--- src/rtl/fpu_rsv_pkg.sv ---
// Package: resource bit positions, operation class codes and the per-class
// booking patterns of the FPU reservation scoreboard.
// Assumes offset 0 is the acceptance cycle itself, which books nothing.
package fpu_rsv_pkg;

    localparam int RES_W     = 6;
    localparam int B_F0      = 0;
    localparam int B_F1      = 1;
    localparam int B_F2      = 2;
    localparam int B_F3      = 3;
    localparam int B_M0      = 4;
    localparam int B_M1      = 5;
    localparam int MIN_DEPTH = 24;

    typedef logic [RES_W-1:0] rmask_t;

    localparam rmask_t MK_F0 = rmask_t'(1) << B_F0;
    localparam rmask_t MK_F1 = rmask_t'(1) << B_F1;
    localparam rmask_t MK_F2 = rmask_t'(1) << B_F2;
    localparam rmask_t MK_F3 = rmask_t'(1) << B_F3;
    localparam rmask_t MK_M0 = rmask_t'(1) << B_M0;
    localparam rmask_t MK_M1 = rmask_t'(1) << B_M1;

    typedef enum logic [2:0] {
        CLS_SP_ARITH  = 3'd0,
        CLS_SP_DIV    = 3'd1,
        CLS_DP_ARITH  = 3'd2,
        CLS_DP_DIV    = 3'd3,
        CLS_DP_CONV   = 3'd4,
        CLS_MUL       = 3'd5,
        CLS_CTRL_LOAD = 3'd6,
        CLS_NOP       = 3'd7
    } op_cls_e;

    // Fixed resources a class books at offset k (flexible multiplier slots excluded).
    function automatic rmask_t fixed_mask(op_cls_e c, int k);
        rmask_t m;
        m = '0;
        unique case (c)
            CLS_SP_ARITH: begin
                if (k == 1) m = MK_F0 | MK_F1;
                if (k == 2) m = MK_F2;
            end
            CLS_SP_DIV: begin
                if (k >= 1 && k <= 10) m = MK_F3;
                if (k == 1)  m = m | MK_F0 | MK_F1;
                if (k == 2)  m = m | MK_F2;
                if (k == 10) m = m | MK_F1;
                if (k == 11) m = MK_F2;
            end
            CLS_DP_ARITH: begin
                if (k == 1) m = MK_F0 | MK_F1;
                if (k >= 2 && k <= 6) m = MK_F1 | MK_F2;
                if (k == 7) m = MK_F2;
            end
            CLS_DP_DIV: begin
                if (k >= 1 && k <= 22) m = MK_F3;
                if (k == 1) m = m | MK_F0 | MK_F1;
                if (k == 2 || k == 21 || k == 22) m = m | MK_F1 | MK_F2;
                if (k == 3) m = m | MK_F2;
                if (k == 20) m = m | MK_F1;
                if (k == 23) m = MK_F2;
            end
            CLS_DP_CONV: begin
                if (k == 1) m = MK_F0 | MK_F1;
                if (k == 2) m = MK_F1 | MK_F2;
                if (k == 3) m = MK_F2;
            end
            CLS_MUL: begin
                if (k == 1) m = MK_M0;
                if (k == 5) m = MK_F2;
            end
            CLS_CTRL_LOAD: begin
                if (k >= 2 && k <= 4) m = MK_F1;
            end
            default: m = '0;
        endcase
        return m;
    endfunction

    // True where a class needs one multiplier slot, either one.
    function automatic logic flex_slot(op_cls_e c, int k);
        return (c == CLS_MUL) && (k >= 2) && (k <= 4);
    endfunction

endpackage

--- src/rtl/fpu_rsv_pattern.sv ---
// Expands an operation class into per-offset fixed masks and flexible
// multiplier-slot flags, one pair per table row.
// Assumes DEPTH rows cover the longest pattern.
module fpu_rsv_pattern
    import fpu_rsv_pkg::*;
#(
    parameter int DEPTH = MIN_DEPTH
) (
    input  op_cls_e                       cls_i,
    output logic [DEPTH-1:0][RES_W-1:0]   fix_o,
    output logic [DEPTH-1:0]              flex_o
);

    // One row of the pattern per offset.
    for (genvar k = 0; k < DEPTH; k++) begin : g_row
        assign fix_o[k]  = fixed_mask(cls_i, k);
        assign flex_o[k] = flex_slot(cls_i, k);
    end

endmodule

--- src/rtl/fpu_rsv_check.sv ---
// Compares a candidate pattern against the booked table, row by row, and
// resolves each flexible multiplier need to a concrete slot (M1 first).
// Assumes row k of both inputs refers to the same future cycle.
module fpu_rsv_check
    import fpu_rsv_pkg::*;
#(
    parameter int DEPTH = MIN_DEPTH
) (
    input  logic [DEPTH-1:0][RES_W-1:0]   tab_i,
    input  logic [DEPTH-1:0][RES_W-1:0]   fix_i,
    input  logic [DEPTH-1:0]              flex_i,
    output logic                          clash_o,
    output logic [DEPTH-1:0][RES_W-1:0]   res_o
);

    logic [DEPTH-1:0] clash_v;

    // Per-row collision test and slot choice.
    for (genvar k = 0; k < DEPTH; k++) begin : g_row
        logic need_mul;
        logic same_res;
        logic f1_vs_mul;
        logic mul_vs_f1;
        logic no_slot;
        assign need_mul  = fix_i[k][B_M0] | fix_i[k][B_M1] | flex_i[k];
        assign same_res  = |(fix_i[k] & tab_i[k]);
        assign f1_vs_mul = fix_i[k][B_F1] & (tab_i[k][B_M0] | tab_i[k][B_M1]);
        assign mul_vs_f1 = need_mul & tab_i[k][B_F1];
        assign no_slot   = flex_i[k] & tab_i[k][B_M0] & tab_i[k][B_M1];
        assign clash_v[k] = same_res | f1_vs_mul | mul_vs_f1 | no_slot;
        assign res_o[k]   = fix_i[k] |
                            (flex_i[k] ? (tab_i[k][B_M1] ? MK_M0 : MK_M1) : '0);
    end

    assign clash_o = |clash_v;

endmodule

--- src/rtl/fpu_rsv_table.sv ---
// Shift register of future-cycle resource bookings. Row 0 is the current
// cycle; each clock every row moves one step toward row 0 and an accepted
// pattern is merged at the same time (its row k lands in row k-1).
// Assumes the merged pattern was checked free of collisions.
module fpu_rsv_table
    import fpu_rsv_pkg::*;
#(
    parameter int DEPTH = MIN_DEPTH
) (
    input  logic                          clk,
    input  logic                          rst_n,
    input  logic                          merge_en,
    input  logic [DEPTH-1:0][RES_W-1:0]   res_i,
    output logic [DEPTH-1:0][RES_W-1:0]   tab_o
);

    logic [DEPTH-1:0][RES_W-1:0] nxt;

    // Next table: shifted bookings plus the shifted new pattern.
    always_comb begin
        nxt = (tab_o >> RES_W) | (merge_en ? (res_i >> RES_W) : '0);
    end

    // Table register with synchronous clear.
    always_ff @(posedge clk) begin
        if (!rst_n) tab_o <= '0;
        else        tab_o <= nxt;
    end

    AST_MUL_F1_EXCL: assert property (@(posedge clk) disable iff (!rst_n)
        !(tab_o[0][B_F1] && (tab_o[0][B_M0] || tab_o[0][B_M1])));

    AST_IDLE_SHIFT: assert property (@(posedge clk) disable iff (!rst_n)
        !merge_en |=> tab_o[0] == $past(tab_o[1]));

    AST_RESET_CLEAR: assert property (@(posedge clk)
        !rst_n |=> tab_o == '0);

endmodule

--- src/rtl/fpu_rsv_scoreboard.sv ---
// Top of the FPU reservation scoreboard: expands the requested class,
// checks it against the bookings, grants ready when it fits and books it.
// Assumes the requester holds valid and class stable until ready.
module fpu_rsv_scoreboard
    import fpu_rsv_pkg::*;
#(
    parameter int DEPTH = MIN_DEPTH
) (
    input  logic                 clk,
    input  logic                 rst_n,
    input  logic                 req_valid_i,
    input  logic [2:0]           req_class_i,
    output logic                 req_ready_o,
    output logic [RES_W-1:0]     busy_o
);

    if (DEPTH < MIN_DEPTH) begin : g_depth_bad
        $error("DEPTH too small for the longest pattern");
    end

    op_cls_e                     cls;
    logic [DEPTH-1:0][RES_W-1:0] fix;
    logic [DEPTH-1:0]            flex;
    logic [DEPTH-1:0][RES_W-1:0] res;
    logic [DEPTH-1:0][RES_W-1:0] tab;
    logic                        clash;
    logic                        accept;

    assign cls = op_cls_e'(req_class_i);

    fpu_rsv_pattern #(.DEPTH(DEPTH)) u_pattern (
        .cls_i  (cls),
        .fix_o  (fix),
        .flex_o (flex)
    );

    fpu_rsv_check #(.DEPTH(DEPTH)) u_check (
        .tab_i   (tab),
        .fix_i   (fix),
        .flex_i  (flex),
        .clash_o (clash),
        .res_o   (res)
    );

    // Grant only outside reset and when no row collides.
    assign req_ready_o = rst_n & ~clash;
    assign accept      = req_valid_i & req_ready_o;

    fpu_rsv_table #(.DEPTH(DEPTH)) u_table (
        .clk      (clk),
        .rst_n    (rst_n),
        .merge_en (accept),
        .res_i    (res),
        .tab_o    (tab)
    );

    assign busy_o = tab[0];

    AST_SP_ARITH_LANDS: assert property (@(posedge clk) disable iff (!rst_n)
        accept && cls == CLS_SP_ARITH |=> busy_o[B_F0] && busy_o[B_F1]);

    AST_DIV_HOLDS_F3: assert property (@(posedge clk) disable iff (!rst_n)
        accept && cls == CLS_SP_DIV |=> busy_o[B_F3]);

    AST_NOP_READY: assert property (@(posedge clk) disable iff (!rst_n)
        cls == CLS_NOP |-> req_ready_o);

endmodule

--- config.mk ---
export PLATFORM = sky130hd
export DESIGN_NAME = fpu_rsv_scoreboard
export DESIGN_NICKNAME = d
export VERILOG_FILES = /design/src/rtl/fpu_rsv_pkg.sv /design/src/rtl/fpu_rsv_pattern.sv /design/src/rtl/fpu_rsv_check.sv /design/src/rtl/fpu_rsv_table.sv /design/src/rtl/fpu_rsv_scoreboard.sv
export SDC_FILE = /design/constraint.sdc
export NUM_CORES = 1
export LEC_CHECK = 0
export ABC_CLOCK_PERIOD_IN_PS = 2100
export BUFFER_PORTS_ARGS = -buffer_cell sky130_fd_sc_hd__buf_4
export CAP_MARGIN = 40
export CORE_MARGIN = 5
export CORE_UTILIZATION = 55
export CTS_CLUSTER_DIAMETER = 50
export DETAILED_ROUTE_END_ITERATION = 12
export PLACE_DENSITY = 0.81
export SKIP_CTS_REPAIR_TIMING = 1
export SLEW_MARGIN = 20
export SYNTH_ARGS = -nofsm -noshare
export SYNTH_HDL_FRONTEND = slang
export SYNTH_SLANG_ARGS = --single-unit
--- constraint.sdc ---
create_clock -name clk -period 2.1 [get_ports clk]
set_input_delay 0 -clock clk [delete_from_list [all_inputs] [get_ports clk]]
set_output_delay 0 -clock clk [all_outputs]
set_load 0.005 [all_outputs]
==> results by stage <==
Critical path:
- The worst setup path is captured at a primary output.
- By startpoint and endpoint, the worst setup path is classified as reg -> out.
- STA puts the critical path data required time at 2.10 ns.
- For the worst setup path, the data arrival time is 2.02 ns.
- The critical path's largest stage delay is 0.43 ns.
- The maximum fanout along the worst path is 3.
- The standard cell with the maximum stage delay on the critical path is sky130_fd_sc_hd__a211oi_1.
- The worst setup path is launched from a register.
- The critical path goes through and4bb_2, a211oi_1, a31oi_1, and3_1, and2_1, buf_4.

Drt:
- The total wirelength of the detailed-routed design is 4260 um.
- The detailed-routing iteration count for the pre-antenna-repair pass is 4.
- In this run the remaining antenna-violating nets after routing total 0.
- The via total after detailed routing is 1,752.
- The average wire per standard cell is 12.8 um.
- The mean number of vias per cell is 5.26.
- The detailed router finished its first iteration with 231 violations.
- For this run, design rule violations remaining after detail routing come to 0.

STA:
- Across all hold checks on the routed design, the worst slack comes to -0.00702 ns.
- The maximum frequency from static timing analysis is 0.496 GHz.
- The worst path meets setup with 0.0819 ns of slack.
- The clock period could shrink to 2.02 ns.
- Setup repair after global routing could not meet its margin everywhere.
- Summed over all failing endpoints, the final setup total negative slack is 0 ns.
- Of the available clock period, the critical path in the final layout requires 96.1%.
- The count of endpoints failing hold in the final timing report is 1.
- The normalized max-slew margin is 62.7%.
- The final number of setup-violating endpoints is 0.
- The max-slew violation total from the final report was 0.
- At the pin with the least slew margin, the transition time is 0.559 ns.
- The final setup skew is 0.00946 ns.

Floorplanning:
- The total I/O pin count is 13.
- The count of standard-cell rows is 24.
- The area of the die is 0.00596 mm^2.
- The floorplan die height is 77.2 um.
- Once the floorplan was initialized, standard cells occupied 57.1% of the core.
- The placeable core region is 0.00435 mm^2.
- Measured along the x axis, the die boundary spans 77.2 um.

CTS:
- The library cell used as clock root buffer is sky130_fd_sc_hd__clkbuf_8.
- Counting the buffers created by CTS gives 9.
- The maximum level of the CTS H-tree is 3.
- The clock net in this run drives a total of 72 sinks.
- TritonCTS built the clock tree.
- The clock reaches the later pin of the worst-skew pair after 0.34 ns.
- After clock tree synthesis, the clock-pin slew on the worst setup and hold paths is 0.07 ns.
- The buffer levels on the longest clock path is 2.

Synthesis:
- The post-synthesis simple-gate area fraction is 29.6%.
- The share of the synthesized area in compound gates (AO/OA/AOI/OAI) is 7.50%.
- The warning count from the yosys run is 0.
- The fraction of synthesized area in multiplexers is 0%.
- The cell count after synthesis came out at 266.
- The adder-cell share of the synthesized area is 0%.
- After Yosys synthesis, XOR and XNOR cells account for 0% of the synthesized area.
- The number of distinct library cells after synthesis is 38.
- The flip-flop cell with the highest count after synthesis is sky130_fd_sc_hd__dfxtp_1.
- The largest family of logic cells by synthesized area is simple AND/OR/NAND/NOR gates.
- Counting flops with an async set or reset pin after synthesis yields a share of 0%.
- Of the synthesized area, sequential elements account for 58.0%.
- In this run, synthesis produced a sequential element count of 72.
- In this run the mean area of a mapped cell was 9.34 um^2.
- The number of enable-type register cells in the synthesized netlist is 0.
- The cell area after synthesis is 0.00248 mm^2.
- The post-synthesis net count is 272.

Power:
- Summed over all cells, the static leakage comes to 1.30 nW.
- VDD sags by at most 548 uV.
- The total power per unit cell area is 1030 mW/mm^2.
- The total chip power is 0.00294 W.

Finish:
- In the final layout, the multi-input gates occupy 931 um^2.
- The library cell used most frequently in the layout, excluding fill and tap cells, is sky130_fd_sc_hd__dfxtp_1.
- 0 antenna diodes ended up in the layout.
- The sequential cells in the finished layout cover a total of 0.00144 mm^2.
- In the final design database the tool counted 282 nets.
- The largest registers in the layout are u_table.tab_o: 72 flops.
- With fillers left out, the area of the finished cells amounts to 0.00285 mm^2.
- The share of layout cells above drive strength 1 is 14.2%.
- The total of fill cells in the finished design is 352.
- The number of flip-flops under the largest register name is 72.
- Relative to the synthesized area, the layout overhead comes to 14.7%.
- The top cell types in the final layout, fill and taps aside, are sky130_fd_sc_hd__dfxtp_1, sky130_fd_sc_hd__nand2_1, sky130_fd_sc_hd__and2_1, sky130_fd_sc_hd__buf_4, sky130_fd_sc_hd__nor2_1.
- More flip-flops sit in one register than any other, and that register is u_table.tab_o.

Flow run:
- The count of maximum capacitance violations is 0.

Worst hold path:
- The kind of path behind the tightest hold check is in -> reg.

Global route:
- After global routing the overflow that remains totals 0.
- The combined global-route utilization of all metal layers is 15.7%.
- The first global-routing pass estimated 7420 um of wire.
- The number of global-route vias before repair was 1,704.
- Entering global routing, the biggest net connects 68 pins.
- The number of antenna violations at the first check in global routing is 0.

Outcome:
- The run finished, with violations left.
- The checks that failed: hold timing.

Placed design:
- The count of buffers from port buffering is 12.
- The cell area after placement is 0.00255 mm^2.
- The minimum setup slack after placement is 0.186 ns.
- At the end of routability-driven placement, the weighted congestion stood at 0.859.
- The detailed placer's ending HPWL is 2650 um.
## layout make-up
| cell class | instances | area share [%] |
|---|---|---|
| clock buffer | 12 | 5.79 |
| tap | 52 | 2.28 |
| multi-input combinational | 172 | 32.7 |
| clock inverter | 4 | 3.47 |
| inverter | 3 | 0.395 |
| timing repair buffer | 18 | 4.83 |
| sequential | 72 | 50.6 |
## power by group
part,total [W],switching [W],internal [W]
clock,0.00138,0.000487,0.000888
combinational,0.000160,0.0000969,0.0000635
sequential,0.00140,0.0000129,0.00139
## final timing paths
kind	start	end	slack, ns	cells past startpoint
worst max-delay path	u_table.tab_o[10]$_SDFF_PN0_	req_ready_o	0.08	6
worst min-delay path	rst_n	u_table.tab_o[10]$_SDFF_PN0_	-0.007	3
worst max register to register	u_table.tab_o[69]$_SDFF_PN0_	u_table.tab_o[3]$_SDFF_PN0_	0.16	5
worst min register to register	u_table.tab_o[80]$_SDFF_PN0_	u_table.tab_o[74]$_SDFF_PN0_	0.43	1
## critical path: cells and delay by family, from the launching register on
| family | cells | cell delay, ns |
|---|---|---|
| compound gates | 2 | 0.56 |
| buf+inv | 1 | 0.13 |
| flops | 1 | 0.36 |
| simple gates | 3 | 0.63 |
## cells in the mapped netlist (all sizes together) (2+ instances only)
library cell | instances | area (um^2)
a21oi | 2 | 10.0
dfxtp | 72 | 1440
nand2b | 5 | 31.3
o21a | 3 | 22.5
and2 | 29 | 181
nor3 | 5 | 25.0
nand4 | 11 | 75.1
nor2 | 15 | 56.3
buf | 12 | 83.8
nand2 | 70 | 263
o21ai | 7 | 38.8
nor4 | 5 | 31.3
inv | 3 | 11.3
clkbuf | 7 | 26.3
## metal layers
| metal | track usage, % | part of all wire (%) | vias up |
|---|---|---|---|
| met5 | 0 | 0 | - |
| met4 | 8.25 | 2.1 | 0 |
| met3 | 6.67 | 6.1 | 10 |
| met2 | 23.7 | 46 | 48 |
| met1 | 18.8 | 46 | 802 |
| li1 | - | - | 892 |
## stage by stage
stage / utilization (%) / hold WS, ns / instances
after floorplan: - / 0.128 / 266
after global placement: 58.6 / 0.285 / 314
after detailed placement: 58.6 / 0.288 / 314
after CTS: 64.7 / -0.0801 / 330
after global routing: 65.5 / 0.0115 / 333
final: 65.5 / -0.00702 / 333
## cell families after synthesis
group	count (synthesis)
simple gates	149
buf+inv	22
compound gates	23
flops	72
Note: power is estimated with default switching activity, not from simulation.
